`config.mk`:
```
export PLATFORM = sky130hd
export DESIGN_NAME = clk_xpoint
export DESIGN_NICKNAME = d
export VERILOG_FILES = /design/src/rtl/xpt_pkg.sv /design/src/rtl/xpt_src_tap.sv /design/src/rtl/xpt_half_div.sv /design/src/rtl/clk_xpoint.sv
export SDC_FILE = /design/constraint.sdc
export NUM_CORES = 1
export LEC_CHECK = 0
export BUFFER_PORTS_ARGS = -buffer_cell sky130_fd_sc_hd__buf_2
export CAP_MARGIN = 25
export CELL_PAD_IN_SITES_DETAIL_PLACEMENT = 1
export CELL_PAD_IN_SITES_GLOBAL_PLACEMENT = 1
export CORE_MARGIN = 2
export CORE_UTILIZATION = 40
export CTS_BUF_LIST = sky130_fd_sc_hd__clkbuf_2 sky130_fd_sc_hd__clkbuf_4 sky130_fd_sc_hd__clkbuf_8
export CTS_CLUSTER_SIZE = 12
export DETAILED_ROUTE_END_ITERATION = 7
export PLACE_DENSITY_LB_ADDON = 0.12
export SYNTH_ARGS = -nofsm -noshare
export SYNTH_HDL_FRONTEND = slang
export SYNTH_SLANG_ARGS = --single-unit
```
`constraint.sdc`:
```
create_clock -name clk -period 2.4 [get_ports clk]
set_clock_uncertainty 0.05 [all_clocks]
set_input_delay 0.48 -clock clk [delete_from_list [all_inputs] [get_ports clk]]
set_output_delay 0.48 -clock clk [all_outputs]
set_load 0.05 [all_outputs]
```
`src/rtl/xpt_pkg.sv`:
```
package xpt_pkg;
   localparam int XPT_NOUT = 3;
   localparam int XPT_NDUAL = 2;   // outputs A and B carry two divide values

   typedef enum int {
      XPT_A = 0,
      XPT_B = 1,
      XPT_C = 2
   } xpt_out_e;
endpackage

```
`src/rtl/xpt_src_tap.sv`:
```
// Selects one oversampled source, applies optional inversion and reports
// any edge and rising edges of the resulting phase.
module xpt_src_tap #(
   parameter int NSRC = 4,
   parameter int SW   = 2
) (
   input  logic            clk,
   input  logic            rst_n,
   input  logic [NSRC-1:0] src_s,
   input  logic [SW-1:0]   sel,
   input  logic            inv,
   output logic            edge_any,
   output logic            edge_rise
);
   logic ph;
   logic ph_q;

   always_comb begin
      if (32'(sel) < NSRC) ph = src_s[sel] ^ inv;
      else                 ph = inv;
   end

   always_ff @(posedge clk or negedge rst_n) begin
      if (!rst_n) ph_q <= 1'b0;
      else        ph_q <= ph;
   end

   assign edge_any  = ph ^ ph_q;
   assign edge_rise = ph & ~ph_q;
endmodule

```
`src/rtl/xpt_half_div.sv`:
```
// Half-period divider: N half-periods high, N low. The divide value is
// reloaded only at a period boundary, which falls on a rising phase edge.
module xpt_half_div #(
   parameter int DW = 7
) (
   input  logic          clk,
   input  logic          rst_n,
   input  logic          edge_any,
   input  logic          edge_rise,
   input  logic [DW-1:0] nxt_div,
   output logic          div_out
);
   logic [DW-1:0] act_q;
   logic [DW-1:0] cnt_q;
   logic          out_q;
   logic          idle;
   logic          last;

   assign idle = (act_q == '0);
   assign last = (cnt_q == act_q - DW'(1));

   always_ff @(posedge clk or negedge rst_n) begin
      if (!rst_n) begin
         act_q <= '0;
         cnt_q <= '0;
         out_q <= 1'b0;
      end else if (edge_any) begin
         if (idle) begin
            if (edge_rise) begin
               act_q <= nxt_div;
               cnt_q <= '0;
               out_q <= (nxt_div != '0);
            end
         end else if (last) begin
            cnt_q <= '0;
            if (out_q) begin
               out_q <= 1'b0;
            end else begin
               act_q <= nxt_div;
               out_q <= (nxt_div != '0);
            end
         end else begin
            cnt_q <= cnt_q + DW'(1);
         end
      end
   end

   assign div_out = out_q;
endmodule

```
`src/rtl/clk_xpoint.sv`:
```
module clk_xpoint
   import xpt_pkg::*;
#(
   parameter int NSRC = 4,
   parameter int DW   = 7
) (
   input  logic                            clk,
   input  logic                            rst_n,
   input  logic [NSRC-1:0]                 src_clk,
   input  logic [3*$clog2(NSRC)-1:0]       src_sel,
   input  logic [2:0]                      phase_inv,
   input  logic                            fs,
   input  logic [DW-1:0]                   div_a0,
   input  logic [DW-1:0]                   div_a1,
   input  logic [DW-1:0]                   div_b0,
   input  logic [DW-1:0]                   div_b1,
   input  logic [DW-1:0]                   div_c,
   input  logic [2:0]                      out_en,
   input  logic [2:0]                      tri_req,
   output logic [2:0]                      clk_out,
   output logic [2:0]                      clk_oe
);
   localparam int SW = $clog2(NSRC);

   if (NSRC < 2) begin : g_bad_nsrc
      $error("clk_xpoint: NSRC must be at least 2");
   end
   if (DW < 2) begin : g_bad_dw
      $error("clk_xpoint: DW must be at least 2");
   end

   logic [NSRC-1:0]          src_s;
   logic [XPT_NOUT-1:0][DW-1:0] cfg_sel;

   always_ff @(posedge clk or negedge rst_n) begin
      if (!rst_n) src_s <= '0;
      else        src_s <= src_clk;
   end

   assign cfg_sel[XPT_A] = fs ? div_a1 : div_a0;
   assign cfg_sel[XPT_B] = fs ? div_b1 : div_b0;
   assign cfg_sel[XPT_C] = div_c;

   for (genvar g = 0; g < XPT_NOUT; g++) begin : g_out
      logic          e_any;
      logic          e_rise;
      logic [DW-1:0] nxt;

      assign nxt = out_en[g] ? cfg_sel[g] : '0;

      xpt_src_tap #(.NSRC(NSRC), .SW(SW)) u_tap (
         .clk       (clk),
         .rst_n     (rst_n),
         .src_s     (src_s),
         .sel       (src_sel[g*SW +: SW]),
         .inv       (phase_inv[g]),
         .edge_any  (e_any),
         .edge_rise (e_rise)
      );

      xpt_half_div #(.DW(DW)) u_div (
         .clk       (clk),
         .rst_n     (rst_n),
         .edge_any  (e_any),
         .edge_rise (e_rise),
         .nxt_div   (nxt),
         .div_out   (clk_out[g])
      );

      assign clk_oe[g] = ~tri_req[g] & (out_en[g] | (cfg_sel[g] != '0));
   end
endmodule

```
==> results of run 1 <==
critical path, cell delays in order, from the launching register on:
cell and delay, ns:
dfrtp_1 0.40, mux4_2 0.52, xor2_2 0.17, ha_1 0.29, a31o_2 0.24, a211oi_2 0.18, nand3_2 0.18, nand2_4 0.15
mux2i_1 0.21
how the worst max path moves through the flow:
stage               startpoint                 endpoint  slack (ns)  cells past startpoint
floorplan           src_sel[4]  g_out[2].u_div.act_q[4]       -0.12                      9
global placement    src_sel[0]  g_out[0].u_div.cnt_q[6]       -0.25                     10
detailed placement  src_sel[0]  g_out[0].u_div.cnt_q[3]       -0.33                      8
CTS                   src_s[3]  g_out[2].u_div.act_q[2]       -0.07                      8
global route          src_s[0]  g_out[2].u_div.act_q[0]       -0.17                      8
finish                src_s[3]  g_out[2].u_div.act_q[2]       -0.07                      8
where the power goes:
part	total (mW)	internal, mW	leakage, nW	switching, mW
sequential	1.66	1.22	0.608	0.436
clock	0.560	0.259	0.0523	0.301
combinational	3.14	1.50	1.42	1.64
final cells by class:
type / instances / area share, %
multi-input combinational: 295 / 48.8
sequential: 52 / 27.8
timing repair buffer: 122 / 16.7
tap: 108 / 2.88
clock buffer: 8 / 2.08
inverter: 22 / 1.76
state kept, by name (all words and copies together), names as in the netlist:
signal and count:
g_out.u_div.act_q 21, g_out.u_div.cnt_q 21, src_s 4, g_out.u_div.div_out 3
g_out.u_tap.ph_q 3
per-stage QoR:
step	total power, mW	instances	hold WS (ns)	setup slack (ns)
after floorplan	3.44	379	0.134	-0.115
after global placement	4.27	583	0.407	-0.247
after detailed placement	4.41	583	0.417	-0.333
after CTS	5.06	592	0.0669	-0.0697
after global routing	5.77	607	0.0832	-0.169
final	5.35	607	0.0580	-0.0667
cells by family after synthesis:
group | after synthesis
xor gates and xnor gates | 25
DFF | 52
and+or+nand+nor | 141
AOI/OAI and AO/OA | 92
adders and majority gates | 9
muxes | 28
buffers and inverters | 32
Yosys cell counts (2+ instances only):
library cell | instances | area (um^2)
o21ai_0 | 17 | 85.1
or3_1 | 3 | 18.8
o2bb2ai_1 | 5 | 43.8
xor2_1 | 7 | 61.3
a211oi_1 | 3 | 22.5
o21a_1 | 2 | 15.0
nand2_1 | 40 | 150
clkbuf_1 | 6 | 22.5
or3_4 | 2 | 22.5
o41ai_1 | 2 | 17.5
a311oi_1 | 2 | 17.5
nor4_1 | 2 | 12.5
a31oi_1 | 4 | 25.0
buf_4 | 3 | 22.5
o211ai_2 | 3 | 37.5
nand2b_1 | 8 | 50.1
o31ai_1 | 13 | 97.6
a21oi_1 | 12 | 60.1
o22ai_1 | 5 | 31.3
inv_1 | 22 | 82.6
a22o_1 | 4 | 35.0
nor2b_1 | 7 | 43.8
a31o_2 | 2 | 17.5
mux4_2 | 3 | 67.6
mux2i_1 | 18 | 180
mux2_2 | 7 | 78.8
nand4_1 | 2 | 12.5
a21o_1 | 2 | 15.0
and3_1 | 6 | 37.5
o21ai_1 | 7 | 35.0
dfrtp_1 | 52 | 1300
ha_1 | 9 | 113
nand3_1 | 17 | 85.1
nor3_1 | 15 | 75.1
nor2_1 | 25 | 93.8
xnor2_1 | 18 | 158
per-layer routing:
layer	routed length (um)	track usage (%)	up-vias
li1	-	-	1605
met1	4640	27.3	1633
met4	109	4.81	0
met3	216	3.17	10
met5	0	0	-
met2	5560	38.7	42
repair_timing:
item	CTS	global route
pin swaps	8	17
resized for setup	9	40
cloned	0	0
endpoints found under the setup margin	25	40
buffers inserted	1	15
==> flow_summary_export.csv, run 1 <==
group,metric,value,unit
pwr,powerDensity,1140,mW/mm^2
finish,final_cell_area,0.00469,mm^2
synth,ys_types,60,
finish,num-fill-cells,1027,
synth,yosysWarnings,0,
pwr,peakVddDrop,0.000430,V
sta,fin_crit_sh,103,%
synth,netlist_instances,379,
sta,final_hold_viol_count,0,
synth,synth_edf_count,0,
finish,multi_input_area,0.00229,mm^2
die,fp.dieArea,0.00948,mm^2
cts,h-tree-depth,2,
placed_design,dp_hpwl,8.05,mm
finish,final_common_cell,"buf_2",
synth,synth-seq-area-share,37.3,%
finish,final_nets,564,
sta,tns,-0.313,ns
sta,final.setup.worst_slack,-0.0667,ns
status,outcome,"finished with violations",
min_path,hold_class,"in2async",
synth,syn_avg_cell_area,9.20,um^2
placed_design,globalplace.congestion,0.797,
placed_design,placed_area,0.00423,mm^2
routing,drc,0,
worst_setup_path,r2r_setup_slack,-0.07,ns
cts,clockRootBuffer,"clkbuf_8",
sta,setup_viol,8,
sta,period_minus_slack,2.47,ns
synth,synth_xor_area_share,6.28,%
worst_setup_path,worstPathRequired,2.58,ns
grt,grt_overflow,0,
sta,max_clock_freq,0.405,GHz
synth,synthMuxAreaShare,9.36,%
routing,wl_per_cell,17.3,um
finish,seq_area,0.00130,mm^2
finish,final_cell_mix,"61 x buf_2, 56 x buf_4, 52 x dfrtp_1, 39 x nand2_1, 23 x nor2_1",
routing,drt_pass1_iterations,4,
sta,drv_slew,0,
die,core-area,0.00859,mm^2
synth,ys_async_sr_fraction,100,%
flow_run,max_cap_viol_count,0,
finish,antenna_cells,0,
die,die_w,97.4,um
synth,synth_top_family_by_area,"simple AND/OR/NAND/NOR gates",
synth,ys_ff_latch,52,
cts,cts_buffers,5,
cts,clock_latency,0.31,ns
synth,synth_top_flop_cell,"dfrtp_1",
pwr,power_leakage,2.08,nW
cts,cts_tree,"built",
finish,syn_to_final_growth,34.4,%
worst_setup_path,reg2reg_from,"src_s[3]",
sta,worstMarginPinSlew,0.589,ns
synth,synth_adder_area_share,3.23,%
cts,clock_path_buffers,2,
status,violations,"setup timing",
cts,clkTransAtPathRegs,0.10,ns
worst_setup_path,end_kind,"flip-flop",
routing,num_vias,3290,
routing,antenna_left,0,
synth,synth_compound_area_share,19.4,%
routing,via_per_inst,5.42,
grt,grt_antenna_before_repair,0,
die,row_count,34,
worst_setup_path,worstPathArrival,2.65,ns
sta,relSlewSlack,60.4,%
synth,synth_area,0.00349,mm^2
grt,grt_max_degree,22,
routing,drt_iter0_markers,81,
grt,grt_pass1_wl,16.7,mm
die,boundaryPins,63,
grt,grt_use_total,21.5,%
placed_design,portBuffers,62,
finish,fin_util,54.5,%
sta,rsz0062_at_grt,"yes",
finish,drive_above_1_share,37.7,%
worst_setup_path,r2r_end,"g_out[2].u_div.act_q[2]",
grt,first_global_vias,3465,
cts,cts_hold_buf,0,
synth,synth_simple_gate_area_share,20.7,%
worst_setup_path,setup.worst_path.start_class,"flip-flop",
worst_setup_path,rr_worst_depth,8,
die,start_util,40.6,%
cts,clock_sinks,52,
worst_setup_path,cp_max_fo,5,
worst_setup_path,crit_type,"reg2reg",
die,die_y,97.4,um
synth,syn_nets,445,
routing,wirelength,10.5,mm
(Power assumes the default switching activity.)
==> run 2, diff against run 1 <==
CORE_UTILIZATION = 26   (was 40)
SYNTH_HIERARCHICAL = 1   (was default)
==> flow_summary_export.csv, run 2 <==
group,metric,value,unit
finish,final_common_cell,"buf_2",
grt,grt_pass1_wl,15.9,mm
cts,clockRootBuffer,"clkbuf_8",
synth,ys_async_sr_fraction,100,%
finish,num-fill-cells,1583,
grt,grt_overflow,0,
sta,final_hold_viol_count,0,
die,boundaryPins,63,
sta,worstMarginPinSlew,0.543,ns
sta,period_minus_slack,2.38,ns
synth,synth_adder_area_share,4.26,%
grt,grt_antenna_before_repair,0,
routing,wirelength,9.52,mm
worst_setup_path,startpoint,"g_out[2].u_div/act_q[0]",
cts,clock_latency,0.33,ns
pwr,power_switching,2.77,mW
synth,syn_avg_cell_area,10.2,um^2
worst_setup_path,r2r_setup_slack,0.02,ns
synth,netlist_instances,346,
synth,synth_most_common_cell,"dfrtp_1",
worst_setup_path,worstPathRequired,2.56,ns
finish,antenna_cells,0,
finish,final_cell_mix,"62 x buf_2, 51 x dfrtp_1, 51 x buf_4, 24 x nand2_1, 22 x xor2_1",
pwr,peakVddDrop,0.000340,V
placed_design,placed_area,0.00435,mm^2
placed_design,globalplace.congestion,0.756,
sta,max_clock_freq,0.421,GHz
sta,rsz0062_at_grt,"yes",
routing,wl_per_cell,14.8,um
finish,largest_registers,"g_out.u_div/act_q x21, g_out.u_div/cnt_q x21, src_s x4",
sta,drv_slew,0,
routing,antenna_left,0,
pwr,switching_share,42.9,%
grt,grt_max_degree,33,
worst_setup_path,reg2reg_from,"g_out[2].u_div/act_q[0]",
routing,drc,0,
worst_setup_path,endpoint,"g_out[2].u_div/act_q[4]",
worst_setup_path,path_cells,"or4_4 -> or3_4 -> nand4b_4 -> nor4_4 -> o21ai_4 -> mux2_2",
pwr,powerDensity,1360,mW/mm^2
cts,cts_hold_buf,0,
worst_setup_path,worstPathArrival,2.54,ns
worst_setup_path,r2r_end,"g_out[2].u_div/act_q[4]",
finish,final_nets,535,
worst_setup_path,rr_worst_depth,6,
die,die_w,120,um
status,outcome,"finished clean",
finish,multi_input_area,0.00230,mm^2
sta,relSlewSlack,63.8,%
routing,drt_pass1_iterations,6,
die,fp.dieArea,0.0145,mm^2
worst_setup_path,critPathMaxStageDelay,0.55,ns
placed_design,placed_cells,621,
synth,synth_area,0.00352,mm^2
synth,synth_common_cells,"52 x dfrtp_1, 25 x nand2_1, 24 x xor2_1",
placed_design,portBuffers,62,
synth,synth_xor_area_share,8.95,%
sta,setup_viol,0,
synth,ys_types,37,
flow_run,max_cap_viol_count,0,
synth,yosysWarnings,6,
synth,syn_nets,415,
synth,ys_ff_latch,52,
pwr,clkPwrFrac,10.3,%
die,core-area,0.0132,mm^2
cts,clkTransAtPathRegs,0.10,ns
worst_setup_path,end_kind,"flip-flop",
synth,synth_simple_gate_area_share,20.1,%
min_path,hold_class,"in2async",
finish,fin_cells,643,
synth,yosys.area.top_type,"dfrtp_1",
pwr,power_frac_comb,63.9,%
finish,seq_area,0.00130,mm^2
synth,synth_edf_count,0,
routing,via_per_inst,4.69,
finish,syn_to_final_growth,35.0,%
die,start_util,26.6,%
placed_design,dp_hpwl,7.57,mm
sta,fin_crit_sh,99.1,%
synth,synthMuxAreaShare,12.6,%
cts,cts_buffers,5,
synth,synth-seq-area-share,36.9,%
cts,cts_tree,"built",
cts,clock_sinks,52,
finish,drive_above_1_share,40.3,%
routing,drt_iter0_markers,62,
synth,synth_top_flop_cell,"dfrtp_1",
die,die_y,120,um
synth,synth_compound_area_share,14.6,%
cts,clock_path_buffers,2,
synth,synth_area_leaders,"dfrtp_1 37%, mux2_2 6.7%, xor2_1 6.0%",
synth,synth_top_family_by_area,"simple AND/OR/NAND/NOR gates",
pwr,sequentialPowerShare,25.8,%
routing,num_vias,3013,
cts,h-tree-depth,2,
worst_setup_path,setup.worst_path.start_class,"flip-flop",
worst_setup_path,critPathSlowestCell,"or4_4",
pwr,power_leakage,2.23,nW
grt,first_global_vias,3153,
worst_setup_path,crit_type,"reg2reg",
pwr,intPower,3.69,mW
finish,final_cell_area,0.00475,mm^2
synth,yosysTopAreaCellShare,36.9,%
die,row_count,42,
grt,grt_use_total,13.7,%
worst_setup_path,cp_max_fo,8,
[run 2: cell count changes after synthesis, moves of 5 or more]
cell / previous run / this run
and2_1: 1 / 7
clkbuf_1: 6 / 0
mux2_2: 7 / 21
nand2_1: 40 / 25
nand2b_1: 8 / 0
nor3_1: 15 / 6
nor4_1: 2 / 13
o21ai_0: 17 / 12
o22ai_1: 5 / 0
o31ai_1: 13 / 0
or4_1: 1 / 6
xnor2_1: 18 / 12
xor2_1: 7 / 24
[run 2: metrics by stage]
stage	worst slack, ns	TNS (ns)	utilization [%]	hold WS (ns)	power, mW
floorplan	0.0809	0	-	0.134	3.93
global placement	-0.0645	-1.02	32.8	0.453	5.11
detailed placement	-0.0979	-1.36	32.8	0.460	5.18
CTS	0.00529	0	34.7	0.0870	6.17
global route	-0.0510	-0.448	35.9	0.0980	7.03
finish	0.0223	0	35.9	0.0716	6.46
[run 2: metal layers]
layer	global-route usage, %	vias up	share of wire [%]
met4	3.56	0	1.1
met1	17.8	1457	46
met3	3.25	6	3.5
li1	-	1502	-
met2	23.0	48	49
met5	0	-	0
[run 2: power by group through the flow]
stage	Sequential, mW	Clock [mW]	Combinational [mW]
after floorplan	1.65	0	2.28
after global placement	1.66	0	3.45
after detailed placement	1.66	0	3.52
after CTS	1.65	0.705	3.82
after global routing	1.73	0.738	4.56
final	1.67	0.666	4.13
[run 2: logic make-up (layout without fill, tap and decap cells)]
family                   count (synthesis)  in the layout
AND/OR/NAND/NOR                        121            121
AO/OA/AOI/OAI                           65             65
flip-flops                              52             52
multiplexers                            38             38
XOR/XNOR                                36             36
buffers and inverters                   22            143
adder cells (fa/ha/maj)                 12             12
[run 2: repair_timing]
action / in CTS / in global routing
gates resized for setup: 16 / 21
pin swaps: 7 / 11
setup endpoints to repair: 14 / 37
setup buffers: 5 / 9
endpoints found under the hold margin: 0 / 0
[run 2: worst max-delay path: cells and delay by family, from the launching register on]
kind / cells / cell delay [ns]
compound gates: 1 / 0.28
simple gates: 4 / 1.14
mux: 1 / 0.37
flops: 1 / 0.42
[run 2: worst min-delay path by stage]
stage,endpoint,cells past startpoint
2_1_floorplan,g_out[0].u_div/act_q[0],0
3_5_place_dp,g_out[1].u_div/cnt_q[2],1
5_1_grt,g_out[1].u_div/act_q[0],1
4_1_cts,g_out[0].u_div/div_out,1
6_report,g_out[1].u_div/act_q[0],1
3_3_place_gp,g_out[1].u_div/cnt_q[2],1
[run 2: cell type report]
cell class,count,share of cell area (%)
clock buffer,6,1.74
clock inverter,2,0.816
timing repair buffer,115,15.4
inverter,20,1.58
multi-input combinational,272,48.4
sequential,52,27.4
tap,176,4.63
